### config.mk
export PLATFORM = sky130hd
export DESIGN_NAME = nibble_tag_scan
export DESIGN_NICKNAME = d
export VERILOG_FILES = /design/src/rtl/tag_scan_pkg.sv /design/src/rtl/tag_xor_unit.sv /design/src/rtl/tag_match_counter.sv /design/src/rtl/tag_scan_ctrl.sv /design/src/rtl/nibble_tag_scan.sv
export SDC_FILE = /design/constraint.sdc
export NUM_CORES = 1
export LEC_CHECK = 0
export BUFFER_PORTS_ARGS = -buffer_cell sky130_fd_sc_hd__buf_2
export CAP_MARGIN = 15
export CORE_AREA = 5 5 54 56
export CTS_CLUSTER_SIZE = 10
export DETAILED_ROUTE_END_ITERATION = 12
export DIE_AREA = 0 0 59 61
export PLACE_DENSITY_LB_ADDON = 0.25
export SYNTH_ARGS = -nofsm -noshare
export SYNTH_HDL_FRONTEND = slang
export SYNTH_SLANG_ARGS = --single-unit
### constraint.sdc
create_clock -name clk_i -period 4 [get_ports clk_i]
set_input_delay 0.4 -clock clk_i [delete_from_list [all_inputs] [get_ports clk_i]]
set_output_delay 0.4 -clock clk_i [all_outputs]
set_load 0.05 [all_outputs]
### src/rtl/tag_scan_pkg.sv
package tag_scan_pkg;
  typedef enum logic [1:0] {
    ST_IDLE  = 2'd0,
    ST_FETCH = 2'd1,
    ST_TEST  = 2'd2
  } scan_state_e;
endpackage

### src/rtl/tag_xor_unit.sv
module tag_xor_unit #(
  parameter int TAG_W = 4
) (
  input  logic               clk_i,
  input  logic               rst_ni,
  input  logic               load_i,
  input  logic [TAG_W-1:0]   ref_i,
  input  logic               capture_i,
  input  logic [2*TAG_W-1:0] byte_i,
  output logic [1:0]         nib_mis_o
);
  localparam int BYTE_W = 2 * TAG_W;

  logic [TAG_W-1:0]  ref_q;
  logic [BYTE_W-1:0] diff_q;
  logic [BYTE_W-1:0] ref_rep;

  assign ref_rep = {2{ref_q}};

  always_ff @(posedge clk_i or negedge rst_ni) begin
    if (!rst_ni) begin
      ref_q  <= '0;
      diff_q <= '0;
    end else begin
      if (load_i)    ref_q  <= ref_i;
      if (capture_i) diff_q <= byte_i ^ ref_rep;
    end
  end

  for (genvar g = 0; g < 2; g++) begin : g_nib
    assign nib_mis_o[g] = |diff_q[g*TAG_W +: TAG_W];
  end
endmodule

### src/rtl/tag_match_counter.sv
module tag_match_counter #(
  parameter int CNT_W = 4
) (
  input  logic             clk_i,
  input  logic             rst_ni,
  input  logic             load_i,
  input  logic [CNT_W-1:0] limit_i,
  input  logic             inc_i,
  output logic [CNT_W-1:0] cnt_o,
  output logic [CNT_W-1:0] limit_o,
  output logic             at_last_o
);
  logic [CNT_W-1:0] cnt_q;
  logic [CNT_W-1:0] limit_q;
  logic [CNT_W:0]   cnt_nxt;

  assign cnt_nxt   = {1'b0, cnt_q} + 1'b1;
  assign at_last_o = (cnt_nxt == {1'b0, limit_q});
  assign cnt_o     = cnt_q;
  assign limit_o   = limit_q;

  always_ff @(posedge clk_i or negedge rst_ni) begin
    if (!rst_ni) begin
      cnt_q   <= '0;
      limit_q <= '0;
    end else if (load_i) begin
      cnt_q   <= '0;
      limit_q <= limit_i;
    end else if (inc_i) begin
      cnt_q   <= cnt_nxt[CNT_W-1:0];
    end
  end

  // never counts past the requested limit
  a_r5_no_overrun: assert property (@(posedge clk_i) disable iff (!rst_ni)
    inc_i |-> (cnt_q < limit_q));
endmodule

### src/rtl/tag_scan_ctrl.sv
module tag_scan_ctrl
  import tag_scan_pkg::*;
(
  input  logic       clk_i,
  input  logic       rst_ni,
  input  logic       start_i,
  input  logic       count_zero_i,
  input  logic       odd_i,
  input  logic       byte_valid_i,
  input  logic [1:0] nib_mis_i,
  input  logic       at_last_i,
  output logic       load_o,
  output logic       capture_o,
  output logic       inc_o,
  output logic       byte_ready_o,
  output logic       busy_o,
  output logic       done_o,
  output logic       pass_o
);
  scan_state_e state_q, state_d;
  logic nib_sel_q, nib_sel_d;
  logic odd_first_q, odd_first_d;
  logic done_q, done_d;
  logic pass_q, pass_d;
  logic cur_mis;

  assign cur_mis      = nib_sel_q ? nib_mis_i[1] : nib_mis_i[0];
  assign byte_ready_o = (state_q == ST_FETCH);
  assign busy_o       = (state_q != ST_IDLE);
  assign done_o       = done_q;
  assign pass_o       = pass_q;

  always_comb begin
    state_d     = state_q;
    nib_sel_d   = nib_sel_q;
    odd_first_d = odd_first_q;
    done_d      = 1'b0;
    pass_d      = pass_q;
    load_o      = 1'b0;
    capture_o   = 1'b0;
    inc_o       = 1'b0;
    unique case (state_q)
      ST_IDLE: begin
        if (start_i) begin
          load_o = 1'b1;
          if (count_zero_i) begin
            done_d = 1'b1;
            pass_d = 1'b1;
          end else begin
            odd_first_d = odd_i;
            state_d     = ST_FETCH;
          end
        end
      end
      ST_FETCH: begin
        if (byte_valid_i) begin
          capture_o   = 1'b1;
          nib_sel_d   = odd_first_q;
          odd_first_d = 1'b0;
          state_d     = ST_TEST;
        end
      end
      ST_TEST: begin
        if (cur_mis) begin
          done_d  = 1'b1;
          pass_d  = 1'b0;
          state_d = ST_IDLE;
        end else begin
          inc_o = 1'b1;
          if (at_last_i) begin
            done_d  = 1'b1;
            pass_d  = 1'b1;
            state_d = ST_IDLE;
          end else if (nib_sel_q) begin
            state_d = ST_FETCH;
          end else begin
            nib_sel_d = 1'b1;
          end
        end
      end
      default: state_d = ST_IDLE;
    endcase
  end

  always_ff @(posedge clk_i or negedge rst_ni) begin
    if (!rst_ni) begin
      state_q     <= ST_IDLE;
      nib_sel_q   <= 1'b0;
      odd_first_q <= 1'b0;
      done_q      <= 1'b0;
      pass_q      <= 1'b0;
    end else begin
      state_q     <= state_d;
      nib_sel_q   <= nib_sel_d;
      odd_first_q <= odd_first_d;
      done_q      <= done_d;
      pass_q      <= pass_d;
    end
  end

  // done lasts one cycle unless a new zero-count scan is started at once
  a_r9_done_pulse: assert property (@(posedge clk_i) disable iff (!rst_ni)
    (done_o && !start_i) |=> !done_o);
  // no byte taken outside a fetch
  a_r8_capture_in_fetch: assert property (@(posedge clk_i) disable iff (!rst_ni)
    capture_o |=> (state_q == ST_TEST));
endmodule

### src/rtl/nibble_tag_scan.sv
module nibble_tag_scan #(
  parameter int TAG_W = 4,
  parameter int CNT_W = 4
) (
  input  logic               clk_i,
  input  logic               rst_ni,
  input  logic               start_i,
  input  logic [TAG_W-1:0]   ref_tag_i,
  input  logic               odd_i,
  input  logic [CNT_W-1:0]   count_i,
  input  logic [2*TAG_W-1:0] byte_i,
  input  logic               byte_valid_i,
  output logic               byte_ready_o,
  output logic               busy_o,
  output logic               done_o,
  output logic [CNT_W-1:0]   match_cnt_o,
  output logic               pass_o
);
  logic       load;
  logic       capture;
  logic       inc;
  logic       at_last;
  logic [1:0] nib_mis;
  logic [CNT_W-1:0] limit_q;
  logic       count_zero;

  assign count_zero = (count_i == '0);

  tag_xor_unit #(.TAG_W(TAG_W)) i_xor (
    .clk_i     (clk_i),
    .rst_ni    (rst_ni),
    .load_i    (load),
    .ref_i     (ref_tag_i),
    .capture_i (capture),
    .byte_i    (byte_i),
    .nib_mis_o (nib_mis)
  );

  tag_match_counter #(.CNT_W(CNT_W)) i_cnt (
    .clk_i     (clk_i),
    .rst_ni    (rst_ni),
    .load_i    (load),
    .limit_i   (count_i),
    .inc_i     (inc),
    .cnt_o     (match_cnt_o),
    .limit_o   (limit_q),
    .at_last_o (at_last)
  );

  tag_scan_ctrl i_ctrl (
    .clk_i        (clk_i),
    .rst_ni       (rst_ni),
    .start_i      (start_i),
    .count_zero_i (count_zero),
    .odd_i        (odd_i),
    .byte_valid_i (byte_valid_i),
    .nib_mis_i    (nib_mis),
    .at_last_i    (at_last),
    .load_o       (load),
    .capture_o    (capture),
    .inc_o        (inc),
    .byte_ready_o (byte_ready_o),
    .busy_o       (busy_o),
    .done_o       (done_o),
    .pass_o       (pass_o)
  );

  // pass flag agrees with count versus limit
  a_r6_pass_match: assert property (@(posedge clk_i) disable iff (!rst_ni)
    done_o |-> (pass_o == (match_cnt_o == limit_q)));
  // zero-count request completes next cycle
  a_r7_zero_count: assert property (@(posedge clk_i) disable iff (!rst_ni)
    (!busy_o && start_i && count_zero) |=> (done_o && pass_o && match_cnt_o == '0));
  // stream released when the scan ends
  a_r8_ready_low_done: assert property (@(posedge clk_i) disable iff (!rst_ni)
    done_o |-> !byte_ready_o);
  // start during a scan leaves its limit untouched
  a_r10_start_ignored: assert property (@(posedge clk_i) disable iff (!rst_ni)
    (busy_o && start_i) |=> $stable(limit_q));
endmodule

; ---- Yosys cells after proc, flatten, opt, wreduce, memory -nomap -nowiden
; Cells that the tools add are included.
[totals]
ff_bits = 26
inputBits = 21
out_inout_bits = 8
elab_cells = 69
[classes]
add_sub_neg = 1
eq_ne = 11
mux = 34
n_bitwise = 1
reduce_logical = 13
[op_table]
columns = op, count
row1 = 1-bit 2-to-1 mux, 21
row2 = 4-bit AND reduction, 4
row3 = 2-bit 2-to-1 mux, 6
row4 = "2-bit != test, second input constant", 6
row5 = 2-bit nonzero test, 5
row6 = 4-bit 2-to-1 mux, 2
row7 = 1-bit case mux with 2 select lines, 4
row8 = 4-bit OR reduction, 2
row9 = 8-bit bitwise XOR, 1
row10 = 2-bit case mux with 3 select lines, 1
row11 = "4-bit by 1-bit adder with 5-bit output, second input constant", 1
row12 = 5-bit by 4-bit == test with 1-bit output, 1
row13 = 4-bit logical NOT, 1
row14 = "4-bit by 2-bit != test with 1-bit output, second input constant", 1
row15 = "3-bit by 2-bit != test with 1-bit output, second input constant", 1
row16 = "2-bit by 1-bit == test with 1-bit output, second input constant", 1
row17 = "2-bit == test, second input constant", 1
row18 = 2-bit logical NOT, 1

; ---- Longest topological paths before layout
[logic_depth]
word_depth = 6
mapped_depth = 5

; ---- By module
; A second synthesis with hierarchy kept.
[unflattened]
hier_cells = 115
area_unflattened_um2 = 1283.7
[modules_own_cells]
columns = module, instances, cells_each, area_each_um2, seq_area_each_um2
row1 = tag_xor_unit, 1, 44, 513.0, 300.3
row2 = tag_match_counter, 1, 35, 409.1, 200.2
row3 = tag_scan_ctrl, 1, 35, 349.1, 150.1
row4 = nibble_tag_scan, 1, 1, 12.5, 0.0

; ---- Worst setup path before layout
; No wires, ideal clock.
[synth_timing]
path_kind = flip-flop to flip-flop
start = reg i_ctrl.state_q[0]
end = reg i_xor.diff_q[0]
arrival_time_ns = 1.906
setup_slack_ns = 1.962
path_stages_with_launch = 6
n_path_buf = 1
period_less_slack_ns = 2.038
path_cell_list = dfrtp_1 -> nor2b_1 -> nand2_1 -> clkbuf_1 -> nand2_1 -> o21ai_0
[synth_via]
elab_chain_len = 2
[synth_lines]
columns = element, line
row1 = start: declaration, tag_scan_ctrl.sv:20  ; scan_state_e state_q, state_d;
row2 = start signal: assignment, tag_scan_ctrl.sv:93  ; state_q <= state_d;
row3 = 2-bit by 1-bit == test with 1-bit output, n/a
row4 = named net byte_ready_o, nibble_tag_scan.sv:13  ; output logic byte_ready_o,
row5 = 1-bit 2-to-1 mux, tag_scan_ctrl.sv:42  ; unique case (state_q)
row6 = end signal: assignment, tag_xor_unit.sv:26  ; if (capture_i) diff_q <= byte_i ^ ref_rep;
row7 = end: declaration, tag_xor_unit.sv:15  ; logic [BYTE_W-1:0] diff_q;
; The timed path passes the listed nets, and every way through them passes these cells.
; A chain may end at the register's enable or synchronous reset.

; ---- Worst setup path in the final report
[layout_timing]
start = reg i_xor.diff_q[1]
end = reg i_cnt.cnt_q[3] (netlist: i_cnt.cnt_o[3])
[layout_via]
elab_chain_len = 5
[layout_lines]
columns = element, line
row1 = 4-bit OR reduction, tag_xor_unit.sv:31  ; assign nib_mis_o[g] = |diff_q[g*TAG_W +: TAG_W];
row2 = 1-bit 2-to-1 mux, tag_scan_ctrl.sv:27  ; assign cur_mis = nib_sel_q ? nib_mis_i[1] : nib_mis_i[0];
row3 = 1-bit 2-to-1 mux, tag_scan_ctrl.sv:64  ; if (cur_mis) begin
row4 = 1-bit 2-to-1 mux, tag_scan_ctrl.sv:42
row5 = 2-bit nonzero test (no line), n/a
row6 = end signal: assignment, tag_match_counter.sv:30  ; cnt_q <= cnt_nxt[CNT_W-1:0];
row7 = end: declaration, tag_match_counter.sv:13  ; logic [CNT_W-1:0] cnt_q;
; No other way between the ends.

==> results by stage <==
Drt:
- The routed via count is 999.
- The pre-antenna-repair detailed-routing pass consisted of 4 iterations.
- Dividing the detail-routed via count by the number of cells gives 5.286.
- The total routed wirelength is 2526 um.
- The detailed router's first-iteration violation count is 22.
- The count of nets left with antenna violations once routing finished came out at 0.
- For this run, design rule violations remaining after detail routing come to 0.
- Dividing the detail-routed wire length by the instance count gives 13.37 um.

Logic synthesis:
- The total nets after synthesis is 152.
- The register bit total from synthesis is 26.
- The number of synthesized flops with an enable pin is 0.
- In the post-synthesis netlist, the biggest area contributors are dfrtp_1 52%, nand2_1 11%, xnor2_1 7.0%.
- The number of distinct library cell variants in the gate-level netlist after synthesis is 32.
- The share of flip-flops with an asynchronous set or reset after synthesis is 100.0%.
- The post-synthesis average cell area is between 9 and 10 um2.
- The sequential share of the synthesized area is between 50% and 60%.
- The library cell occupying the most area in the post-synthesis netlist is dfrtp_1.
- Counting instances in the post-synthesis netlist gives the leading cell types as 37 x nand2_1, 26 x dfrtp_1, 11 x o21ai_0, 10 x xnor2_1, 4 x nand3_1.
- The number of warning messages in the yosys log is 0.
- The most common cell in the synthesized netlist is nand2_1.
- After technology mapping, the gate count stands at 130.
- In this run the cell area of the synthesized design comes to 0.001257 mm2.
- The top-area cell type share of the netlist area is 51.74%.
- Among all flip-flop cells after synthesis, the most frequent one is dfrtp_1.

CTS:
- The clock reaches the later pin of the worst-skew pair after 310 ps.
- Clock-pin slew was measured on the worst setup and hold paths at approximately 140 ps.
- The total number of clock tree sinks is 26.
- The H-tree depth is 1.
- The post-CTS repair timing setup buffer count is 0.
- In this run, post-CTS hold repair placed 0 buffers.
- The root buffer cell is clkbuf_4.
- The number of CTS-inserted buffers is 3.
- TritonCTS built the clock tree.
- Post-CTS repair changed the size of 0 cells.
- The maximum number of buffers from clock root to sink is 2.

Placed design:
- During placement, the flow inserted port buffers numbering 28.
- The setup slack at placement is 2133 ps.
- Summed over all nets, the half-perimeter wirelength after detailed placement is 1966 um.
- The cell count after placement is 186.
- The congestion estimate from routability-driven global placement came to 0.8772.
- Summing all placed instances gives a cell area of 0.001428 mm2.

STA:
- The post-route fraction of the period consumed by the critical path is 47.02%.
- Setup violations remaining at the end of the flow were counted as 0.
- The number of slew-limit violations in the final report is 0.
- The worst path in the final design needs a cycle of 1881 ps, including I/O delays and setup.
- Static timing analysis puts the maximum clock frequency at 531.7 MHz.
- The aggregate negative setup slack is 0 ps.
- The slew at the pin closest to its max-slew limit is around 840 ps.
- Clock skew on the completed layout was measured at 6.524 ps.
- Measured against its own limit, the worst slew margin works out to 43.55%.
- The count of final hold-check violations came to 0.
- The worst path setup slack after routing is about 2100 ps.
- Setup repair after global routing left no endpoint under its margin.

Worst setup path:
- The kind of critical path is register to register.
- The maximum fanout encountered on the critical timing path is 5.
- The signal on the critical path passes through or4_4 -> mux2_4 -> or4_1 -> a21oi_1.
- The kind of cell adding the most delay to the critical path is simple AND/OR/NAND/NOR gates.
- The number of buffers and inverters on the critical path is 0.
- The worst register-to-register path has a depth of 4.
- The largest single stage delay on the critical path is 560 ps.
- Counting buffers and inverters, the worst setup path is 4 cells deep.
- The startpoint type of the worst setup path is a register.
- The kind of end point of the critical path is a register.
- The slowest stage cell on the critical path is or4_4.
- STA puts the critical path data arrival time at 2130 ps.
- STA puts the critical path data required time at 4250 ps.

Floorplan:
- The effective utilization at floorplan is 52.67%.
- The row count is 18.
- The vertical extent of the die is ~61 um.
- The total die area is between 0.003 and 0.004 mm2.
- The I/O pin total is 29.
- The horizontal die dimension is 59 um.
- The area of the core region is 0.002387 mm2.

GRT:
- The number of global-route vias before repair is 974.
- The sum of overflow across all layers after global routing is 0.
- For this run, the total global-route usage over all layers was measured as 16.00%.
- Global routing consumed, on the met3 layer, between 2 and 3% of the routing resources.
- For met2 alone, demand over resource in global routing was 26.34%.
- In this run the most used layer during global routing was met2.
- In the global route stage, met1 resource usage came out at 21.47%.
- The first global-routing pass estimated 4388 um of wire.
- The initial antenna violation count was 0.
- Entering global routing, the biggest net connects 27 pins.

Layout:
- The number of antenna diodes in the final layout is 0.
- At the end of the flow, the number of nets in the layout was 183.
- Cells with a size suffix above 1 make up between 20% and 30% of the layout.
- For this run, the number of standard cells in the final layout without fillers is 189.
- The fraction of the core area covered by cells at the end of the flow is 60.74%.
- The count of fill cells added during filler insertion is 216.
- After routing the design area is 0.001450 mm2.
- From synthesis to final layout, the design area changed by 15.32%.

Power:
- The peak ir drop on the vdd network is 0.4162 mV.
- For this design the static power due to leakage is about 0.73 nW.
- Power spread over the standard cell area amounts to slightly above 700 mW/mm2.

Worst hold path:
- The min-delay analysis places its worst path in the category primary input to asynchronous set/reset pin.

Job:
- The count of maximum capacitance violations is 0.

Outcome:
- The run finished with clean final reports.
sequential cells by signal, summed over array words and instances, names as in the netlist:
register,cells
i_cnt.limit_o,4
i_ctrl.odd_first_q,1
i_ctrl.nib_sel_q,1
i_ctrl.done_o,1
i_xor.ref_q,4
i_xor.diff_q,8
i_ctrl.pass_o,1
i_ctrl.state_q,2
i_cnt.cnt_o,4
stage by stage:
| step | hold WS (ps) | power [mW] |
|---|---|---|
| 3_3_place_gp | 425.0 | 0.9052 |
| 6_report | 64.02 | 1.023 |
| 4_1_cts | 85.69 | 1.029 |
| 3_5_place_dp | 431.4 | 0.9225 |
| 2_1_floorplan | 104.4 | 0.8055 |
| 5_1_grt | 103.4 | 1.102 |
where the power goes:
group	switching [mW]	total, mW	internal [mW]
sequential	0.0884	0.457	0.369
clock	0.0730	0.108	0.0352
combinational	0.286	0.458	0.172
cell usage in the layout, fill, tap and decap left out:
cell / n
o32a_1: 1
ha_1: 1
a22oi_1: 1
o211ai_1: 2
clkbuf_4: 3
and2_1: 1
or4_4: 1
nor4_1: 1
nor3_1: 2
nor2b_1: 3
o21ai_0: 11
nand2b_1: 2
or3_1: 1
nand3_1: 4
o31ai_1: 1
nand4_1: 1
xnor3_1: 1
xor2_1: 2
nor2_1: 3
a21oi_1: 3
dfrtp_1: 26
a21o_1: 1
o221ai_1: 1
and3_1: 1
mux2i_1: 3
mux2_4: 1
xnor2_1: 10
o22ai_1: 1
nand2_1: 37
o21ai_1: 1
inv_1: 2
buf_2: 28
or4_1: 2
metal layers:
metal | share of wire [%] | vias up
li1 | - | 505
met2 | 47 | 24
met5 | 0 | -
met3 | 6.1 | 2
met4 | 0.75 | 0
met1 | 46 | 468
worst register-to-register path, stage by stage (launching register included):
cell,delay [ps]
dfrtp_1,400
or4_4,560
mux2_4,310
or4_1,400
a21oi_1,150
cells by family after synthesis:
group	count (synthesis)	synth area share (%)
AO/OA/AOI/OAI	23	10.95
XOR/XNOR	13	10.15
multiplexers	4	3.582
buffers and inverters	4	1.194
flip-flops	26	51.74
AND/OR/NAND/NOR	59	21.39
adder cells (fa/ha/maj)	1	0.9949
cell type report:
class                   instances  area, um2  share of cell area, %
repair buffers                 28      140.1                  9.663
multi-input cells             100      591.8                  40.81
well taps                      30      37.54                  2.588
flip-flops and latches         26      650.6                  44.87
clock buffers                   3      22.52                  1.553
inverters                       2      7.507                 0.5177
final timing paths:
check | slack (ps) | startpoint | end
worst max register to register | 2120 | i_xor.diff_q[1]$_DFFE_PN0P_ | i_cnt.cnt_o[3]$_DFFE_PN0P_
max in group asynchronous | 3560 | rst_ni | i_xor.diff_q[7]$_DFFE_PN0P_
worst max-delay path | 2120 | i_xor.diff_q[1]$_DFFE_PN0P_ | i_cnt.cnt_o[3]$_DFFE_PN0P_
worst min-delay path | 60 | rst_ni | i_ctrl.state_q[0]$_DFFE_PN0P_
min in group clk_i | 270 | ref_tag_i[2] | i_xor.ref_q[2]$_DFFE_PN0P_
worst min register to register | 500 | i_xor.diff_q[7]$_DFFE_PN0P_ | i_xor.diff_q[7]$_DFFE_PN0P_
(Power assumes the default switching activity.)
